==> config.mk <==
export PLATFORM = sky130hd
export DESIGN_NAME = egress_gate_sched
export DESIGN_NICKNAME = d
export VERILOG_FILES = /design/src/rtl/egress_gate_sched.sv
export SDC_FILE = /design/constraint.sdc
export NUM_CORES = 2
export LEC_CHECK = 0
export BUFFER_PORTS_ARGS = -buffer_cell sky130_fd_sc_hd__buf_4
export CAP_MARGIN = 20
export CORE_UTILIZATION = 61
export CTS_CLUSTER_SIZE = 14
export DETAILED_ROUTE_END_ITERATION = 8
export GPL_TIMING_DRIVEN = 0
export PLACE_DENSITY = 0.77
export REMOVE_ABC_BUFFERS = 1
export SYNTH_ARGS = -nofsm -noshare
export SYNTH_HDL_FRONTEND = slang
export SYNTH_SLANG_ARGS = --single-unit
==> constraint.sdc <==
create_clock -name clk -period 23.5 [get_ports clk]
set_input_delay 3.525 -clock clk [delete_from_list [all_inputs] [get_ports clk]]
set_output_delay 3.525 -clock clk [all_outputs]
set_load 0.005 [all_outputs]
==> src/rtl/egress_gate_sched.sv <==
`timescale 1ns/1ps
module egress_gate_sched #(
  parameter int N_ENT   = 16,
  parameter int SLOT_NS = 200,
  parameter int CYC_W   = 24
) (
  input  logic        clk,
  input  logic        rst_n,
  input  logic        wr_en,
  input  logic [5:0]  wr_addr,
  input  logic [31:0] wr_data,
  input  logic [63:0] now_ns,
  output logic [7:0]  gate_mask,
  output logic        err_zero,
  output logic        err_clash
);
  localparam int TIME_W = 64;
  localparam int IDX_W  = $clog2(N_ENT);
  localparam int PCNT_W = IDX_W + 1;
  localparam int NS_W   = 24;
  localparam int SLOT_W = $clog2(((1 << NS_W) + SLOT_NS/2) / SLOT_NS + 1);
  localparam int ACC_W  = ((SLOT_W + IDX_W > CYC_W) ? SLOT_W + IDX_W : CYC_W) + 1;

  typedef enum logic [1:0] {S_IDLE, S_ALIGN, S_WAIT, S_RUN} st_t;

  st_t               st;
  logic [7:0]        p_mask [N_ENT];
  logic [7:0]        a_mask [N_ENT];
  logic [SLOT_W-1:0] p_slots[N_ENT];
  logic [SLOT_W-1:0] a_slots[N_ENT];
  logic [CYC_W-1:0]  peer_off[N_ENT];
  logic [CYC_W-1:0]  p_cyc, a_cyc;
  logic [IDX_W-1:0]  p_last, a_last, idx, chk_idx;
  logic [PCNT_W-1:0] peer_cnt;
  logic [TIME_W-1:0] base, start, next_evt, cyc_end;
  logic [ACC_W-1:0]  chk_acc;
  logic              chk_busy, pend_ok, hit, running;

  function automatic logic [TIME_W-1:0] ns_of(input logic [ACC_W-1:0] s);
    return TIME_W'(s) * TIME_W'(SLOT_NS);
  endfunction

  wire [IDX_W-1:0] wa     = wr_addr[IDX_W-1:0];
  wire             in_rng = int'(wr_addr[3:0]) < N_ENT;
  wire             ent_we = wr_en && wr_addr[5:4] == 2'b00 && in_rng;
  wire             peer_we = wr_en && wr_addr[5:4] == 2'b01 && in_rng;
  wire [NS_W:0]    ns_r   = {1'b0, wr_data[31:8]} + (NS_W+1)'(SLOT_NS/2);
  wire [NS_W:0]    slot_q = ns_r / (NS_W+1)'(SLOT_NS);

  wire [SLOT_W-1:0] nb_s0  = pend_ok ? p_slots[0] : a_slots[0];
  wire [CYC_W-1:0]  nb_cyc = pend_ok ? p_cyc : a_cyc;

  assign running   = st == S_RUN;
  assign gate_mask = running ? a_mask[idx] : 8'hFF;

  always_comb begin
    hit = 1'b0;
    for (int j = 0; j < N_ENT; j++)
      if (j < int'(peer_cnt) && ACC_W'(peer_off[j]) == chk_acc && chk_acc < ACC_W'(p_cyc))
        hit = 1'b1;
  end

  always_ff @(posedge clk) begin
    if (!rst_n) begin
      st <= S_IDLE;
      chk_busy <= 1'b0;
      pend_ok <= 1'b0;
      err_zero <= 1'b0;
      err_clash <= 1'b0;
      idx <= '0;
      chk_idx <= '0;
      chk_acc <= '0;
      p_cyc <= '0;
      a_cyc <= '0;
      p_last <= '0;
      a_last <= '0;
      peer_cnt <= '0;
      base <= '0;
      start <= '0;
      next_evt <= '0;
      cyc_end <= '0;
      for (int i = 0; i < N_ENT; i++) begin
        p_mask[i] <= 8'hFF;
        a_mask[i] <= 8'hFF;
        p_slots[i] <= SLOT_W'(1);
        a_slots[i] <= SLOT_W'(1);
        peer_off[i] <= '0;
      end
    end else begin
      case (st)
        S_ALIGN:
          if (start < now_ns) start <= start + ns_of(ACC_W'(a_cyc));
          else st <= S_WAIT;
        S_WAIT:
          if (now_ns >= start) begin
            st <= S_RUN;
            idx <= '0;
            next_evt <= start + ns_of(ACC_W'(a_slots[0]));
            cyc_end <= start + ns_of(ACC_W'(a_cyc));
          end
        S_RUN:
          if (now_ns >= cyc_end) begin
            if (pend_ok) begin
              for (int i = 0; i < N_ENT; i++) begin
                a_mask[i] <= p_mask[i];
                a_slots[i] <= p_slots[i];
              end
              a_cyc <= p_cyc;
              a_last <= p_last;
              pend_ok <= 1'b0;
            end
            idx <= '0;
            next_evt <= cyc_end + ns_of(ACC_W'(nb_s0));
            cyc_end <= cyc_end + ns_of(ACC_W'(nb_cyc));
          end else if (now_ns >= next_evt && idx != a_last) begin
            idx <= idx + 1'b1;
            next_evt <= next_evt + ns_of(ACC_W'(a_slots[idx + 1'b1]));
          end
        default: ;
      endcase

      if (chk_busy) begin
        if (hit) begin
          err_clash <= 1'b1;
          chk_busy <= 1'b0;
        end else if (chk_idx == p_last) begin
          chk_busy <= 1'b0;
          if (running) pend_ok <= 1'b1;
          else begin
            for (int i = 0; i < N_ENT; i++) begin
              a_mask[i] <= p_mask[i];
              a_slots[i] <= p_slots[i];
            end
            a_cyc <= p_cyc;
            a_last <= p_last;
            start <= base;
            st <= S_ALIGN;
          end
        end else begin
          chk_acc <= chk_acc + ACC_W'(p_slots[chk_idx]);
          chk_idx <= chk_idx + 1'b1;
        end
      end

      if (ent_we) begin
        if (slot_q == '0) err_zero <= 1'b1;
        else begin
          p_mask[wa] <= wr_data[7:0];
          p_slots[wa] <= slot_q[SLOT_W-1:0];
        end
      end
      if (peer_we) peer_off[wa] <= wr_data[CYC_W-1:0];
      if (wr_en) begin
        case (wr_addr)
          6'h20: peer_cnt <= wr_data[PCNT_W-1:0];
          6'h21: base[31:0] <= wr_data;
          6'h22: base[63:32] <= wr_data;
          6'h23: p_cyc <= wr_data[CYC_W-1:0];
          6'h24: p_last <= wr_data[IDX_W-1:0];
          6'h25: begin
            err_zero <= 1'b0;
            err_clash <= 1'b0;
            pend_ok <= 1'b0;
            chk_idx <= '0;
            chk_acc <= '0;
            chk_busy <= wr_data[0];
            if (!wr_data[0]) st <= S_IDLE;
          end
          default: ;
        endcase
      end
    end
  end
endmodule


==> Word-level counts from Yosys, hierarchy flattened <==
Memories as Yosys holds them, arrays and structs flattened. A register that Yosys moved wholly into a read port is not among the register bits.
Cells that the tools add are included.
{ "word_totals": {"elab_cells": 387, "mem_bits_ro": 0, "ramBits": 1184, "out_inout_bits": 10, "latchBits": 0, "mem_count": 5, "regBits": 356} }
{ "op_classes": {"n_div": 1, "shift": 0, "magnitude_cmp": 21, "addsub": 9, "reduce_logical": 48, "n_bitwise": 64, "muxes": 185, "n_mul": 5, "eq_ne": 31} }
{ "memory_table": {"columns": ["memory", "words", "word_bits", "rd", "rd_clocked_by_memory_dff", "write_ports", "line", "rtl"], "rows": [
  ["peer_off", 16, 24, 16, 0, 16, "31", "logic [CYC_W-1:0] peer_off[N_ENT];"],
  ["a_slots", 16, 17, 2, 0, 16, "30", "logic [SLOT_W-1:0] a_slots[N_ENT];"],
  ["p_slots", 16, 17, 17, 1, 16, "29", "logic [SLOT_W-1:0] p_slots[N_ENT];"],
  ["a_mask", 16, 8, 1, 1, 16, "28", "logic [7:0] a_mask [N_ENT];"],
  ["p_mask", 16, 8, 16, 0, 16, "27", "logic [7:0] p_mask [N_ENT];"]
]} }
{ "op_table": {"columns": ["cell", "n"], "rows": [
  ["64-bit two-way mux", 11],
  ["17-bit two-way mux", 34],
  ["24-bit by 25-bit equality test with 1-bit output", 16],
  ["8-bit two-way mux", 34],
  ["64-bit case mux with 2 select lines", 2],
  ["64-bit by 25-bit adder with 64-bit output", 3],
  ["64-bit greater-or-equal comparator", 3],
  ["24-bit two-way mux", 8],
  ["64-bit by 32-bit adder with 64-bit output", 2],
  ["25-bit two-way mux", 5],
  ["4-bit two-way mux", 21],
  ["17-bit by 5-bit multiplier with 22-bit output, second input constant", 3],
  ["64-bit less-than comparator", 1],
  ["1-bit bitwise OR", 64],
  ["1-bit two-way mux", 59],
  ["24-bit by 5-bit multiplier with 29-bit output, second input constant", 2],
  ["4-bit by 5-bit less-than comparator with 1-bit output, first input constant", 8],
  ["6-bit equality test, second input constant", 6],
  ["1-bit logical AND", 35],
  ["24-bit by 7-bit adder with 25-bit output, second input constant", 1],
  ["25-bit by 17-bit adder with 25-bit output", 1],
  ["25-bit by 8-bit divider with 25-bit output, second input constant", 1],
  ["25-bit zero test", 1],
  ["25-bit by 24-bit less-than comparator with 1-bit output", 1],
  ["21 further kinds", 42]
]} }

==> Logic depth before layout (Yosys ltp) <==
An unclocked memory read counts as a cell.
{ "depth": {"ltp_word": 25, "mapped_depth": 56} }

==> Least setup slack after synthesis <==
No wires, ideal clock.
{ "synth_timing": {"path_type": "input to register", "startpoint": "in wr_data[13]", "endpoint": "mem p_mask[10][0], enable pin", "arrival_ns": 16.687, "stages": 49, "slack_ns": 6.367, "setup_ns": 0.446, "path_cell_list": "buf_2 -> a311oi_4 -> or4_1 -> buf_2 -> nor3_1 -> o22ai_1 -> and4b_1 -> or4_4 -> a2bb2oi_1 -> a31oi_1 -> mux2i_1 -> o221ai_2 -> nor2_2 -> buf_4 -> mux2_2 -> a2111oi_4 -> nor2_2 -> o211a_1 -> [13 not listed] -> o31ai_1 -> o22ai_1 -> xor2_1 -> o311ai_2 -> a32o_1 -> a221o_1 -> o31ai_1 -> a31o_1 -> buf_4 -> a2111oi_0 -> o22ai_2 -> nand2_1 -> buf_4 -> xnor2_1 -> o32a_2 -> buf_6 -> o21ai_1 -> o31ai_1"} }
{ "synth_rtl": {"columns": ["item", "line", "rtl"], "rows": [
  ["start: declaration", "11", "input logic [31:0] wr_data,"],
  ["end: declaration", "27", null]
]} }

==> flow_summary.yaml <==
die:
  io_pins: 115
  die_x_microns: 398.3
  fp.dieH_microns: 398.3
  die_area_sq_mm: 0.1586
  initial_core_util: 0.6139
  rows: 145
  coreArea_sq_mm: 0.1560
global_route:
  grt.total_usage: 0.3609
  grt_pass1_wl_microns: 427900
  grt_max_degree: 171
  grt.overflow.total: 0
  antenna_found_initial: 15
  grt_pass1_vias: 70904
critical_path:
  max_stage_delay_ps: 850
  arrival_ps: 21900
  critPathRequiredTime_ps: 24010
  reg2reg_from: "idx[0]"
  timing.rr.end: "next_evt[63]"
  crit_path_max_fanout: 24
  crit_path_end_kind: "register"
  worstSetupStartpointType: "input port"
  cp_slowest_cell: "or4_1"
  r2r_slack_ps: 11420
  r2r_cells: 46
  critPathKind: "in2reg"
placed_design:
  dp_hpwl_microns: 194600
  dp_slack_ps: 1857
  placed_area_sq_mm: 0.1004
  numPortBuffers: 114
  numPlacedInstances: 11089
  place.gp.congestion: 0.9537
sta:
  setup_viol: 0
  setup_ws_ps: 2105
  rsz0062_at_grt: "false"
  finalHoldViolCount: 0
  finalCritPeriodShare: 0.9104
  clock_skew_ps: 80.09
  min_period_ps: 21390
  slew_violations: 0
  fmax_ghz: 0.04674
  finalSetupTns_ps: 0
  max_slew_margin: 0.2508
  tightestPinTransition_ps: 1120
synth:
  syn_inst: 9364
  ys_ff_latch: 1544
  synth_top_area_share: 0.3712
  syn_avg_cell_area_sq_um: 10.23
  synth_top_flop_cell: "edfxtp_1"
  syn_area_sq_mm: 0.09578
  yosys-top-cells-area: "edfxtp_1 (37%), ha_1 (8.9%), dfxtp_1 (7.5%)"
  synth_edf_count: 1184
  seq_area_frac_synth: 0.4465
  synth_cell_types: 116
  async_flop_share: 0
  yosys_warnings: 0
  synth_area_leader_cell: "edfxtp_1"
power_and_ir_drop:
  power.density_mw_per_mm2: 127.4
  cellLeakagePower_nw: 40.16
  ir_drop_v: 0.001341
worst_hold_path:
  worstHoldStart: "base[42]"
  min_to: "base[42]"
  hold_path_class: "reg2reg"
  whs_path_depth: 2
clock_network:
  cts_buffer_depth: 3
  ctsResizeCount: 0
  cts_hold_buf: 0
  htree_levels: 4
  clk_transition_reported_paths_ps: 60
  cts-root-buf: "clkbuf_16"
  post-cts-setup-buffers: 0
  clk_latency_ps: 850
  cts-buffers-inserted: 164
  cts_tree: "built"
  clock_sinks: 1544
routing:
  firstDrtPassIters: 6
  vias_per_cell: 6.395
  vias: 72954
  drc: 0
  drt_iter0_drc: 8897
  wl_per_cell_microns: 25.35
  antenna_left: 0
  drt_wl_total_microns: 289200
cells_and_area:
  final_nets: 10073
  fillers: 11368
  instances_no_fill: 11408
  syn2layout_area_growth_pct: 10.62
  layout-drive-gt1-share: 0.09576
  utilization: 0.6791
  final_area_sq_mm: 0.1060
status:
  outcome: "finished, final reports clean"
run:
  drv_cap: 0
[cell usage in the layout (no fill, tap or decap), types with 150 or more instances in the layout]
master and instances:
or3_1 178, nand2b_1 150, nand2_1 593, o21ai_0 384, mux4_2 159, dfxtp_1 329
a21oi_1 543, xor2_1 232, inv_1 784, nor3_1 178, ha_1 679, and2_1 430
and3_1 301, xnor2_1 555, nor2_1 601, edfxtp_1 1184, clkbuf_16 166
[flip-flops by register name (all words and copies together), names as in the netlist, 2 cells and up, named ones only]
signal	cells
peer_off	384
a_slots	272
p_slots	272
a_mask	128
p_mask	128
base	64
cyc_end	64
next_evt	64
start	64
chk_acc	25
a_cyc	24
p_cyc	24
peer_cnt	5
a_last	4
chk_idx	4
idx	4
p_last	4
st	2
[through the flow]
step           power, mW  hold slack [ps]
6_report           13.49            452.9
4_1_cts            13.27            454.4
3_5_place_dp       10.64            447.9
2_1_floorplan      8.466            435.7
3_3_place_gp       9.512            441.4
5_1_grt            14.03            474.5
[how the worst max path moves through the flow]
stage / startpoint / end / slack [ps] / depth (start not counted)
after floorplan: now_ns[0] / a_mask[1][0] / -1310 / 43
after global placement: now_ns[0] / a_slots[1][16] / -18460 / 44
after detailed placement: wr_data[16] / p_slots[8][12] / 1860 / 47
after CTS: wr_data[16] / p_slots[8][13] / 2620 / 48
after global routing: wr_data[16] / p_slots[8][14] / 1500 / 48
final: wr_data[16] / p_slots[8][13] / 2110 / 48
[final cells by class]
type / instances / area, sq um / share of cell area
repair buffers: 265 / 3871 / 0.03654
multi-input cells: 6446 / 48230 / 0.4552
well taps: 2058 / 2575 / 0.02430
clock buffers: 216 / 4452 / 0.04202
diodes: 4 / 10.01 / 0.00009447
inverters: 786 / 2959 / 0.02793
clock inverters: 89 / 1049 / 0.009896
flip-flops and latches: 1544 / 42800 / 0.4040
[layer usage]
layer  track usage  up-vias  wire, microns
li1              -    32806              -
met1        0.4701    35160         107900
met2        0.5824     4152         133500
met3       0.07045      834          33270
met4        0.1662        2          14530
met5             0        -              7
[synth_stat cells (38+ instances only)]
library cell,number
and3_1,302
o21ai_0,395
xnor2_1,556
a21oi_1,544
mux2i_1,109
nand2_1,607
nand2b_1,152
a22oi_1,42
nand4_1,136
buf_1,43
ha_1,681
dfxtp_1,360
nor3_1,182
and2_1,431
edfxtp_1,1184
o211ai_1,66
mux4_2,159
nor2_1,610
clkbuf_1,495
or3_1,179
a21o_1,74
fa_1,80
nand3_1,122
or2_2,44
o21bai_1,62
xor2_1,233
nor2b_1,68
nor4_1,73
a211oi_1,102
or2_1,38
inv_1,785
[cell families after synthesis]
group / after synthesis / share of synthesized area
buffers and inverters: 1374 / 0.05531
xor gates and xnor gates: 795 / 0.07317
adders and majority gates: 766 / 0.1062
muxes: 294 / 0.05186
AOI/OAI and AO/OA: 1605 / 0.1065
DFF: 1544 / 0.4465
and+or+nand+nor: 2986 / 0.1604
[critical path, delay by kind of cell]
family | cells | cell delay [ps]
buf+inv | 5 | 1380
simple gates | 10 | 4280
mux | 2 | 980
compound gates | 27 | 10220
fa+ha+maj | 1 | 280
xor+xnor | 3 | 1140
[report_power, final]
part	internal [mW]	leakage [nW]	total, mW	switching, mW
clock network	1.50	2.65	2.65	1.15
logic	2.24	23.3	7.75	5.51
registers	3.05	14.2	3.10	0.0498
total	6.79	40.2	13.5	6.71
No activity file was read; power rests on OpenSTA's default activity.
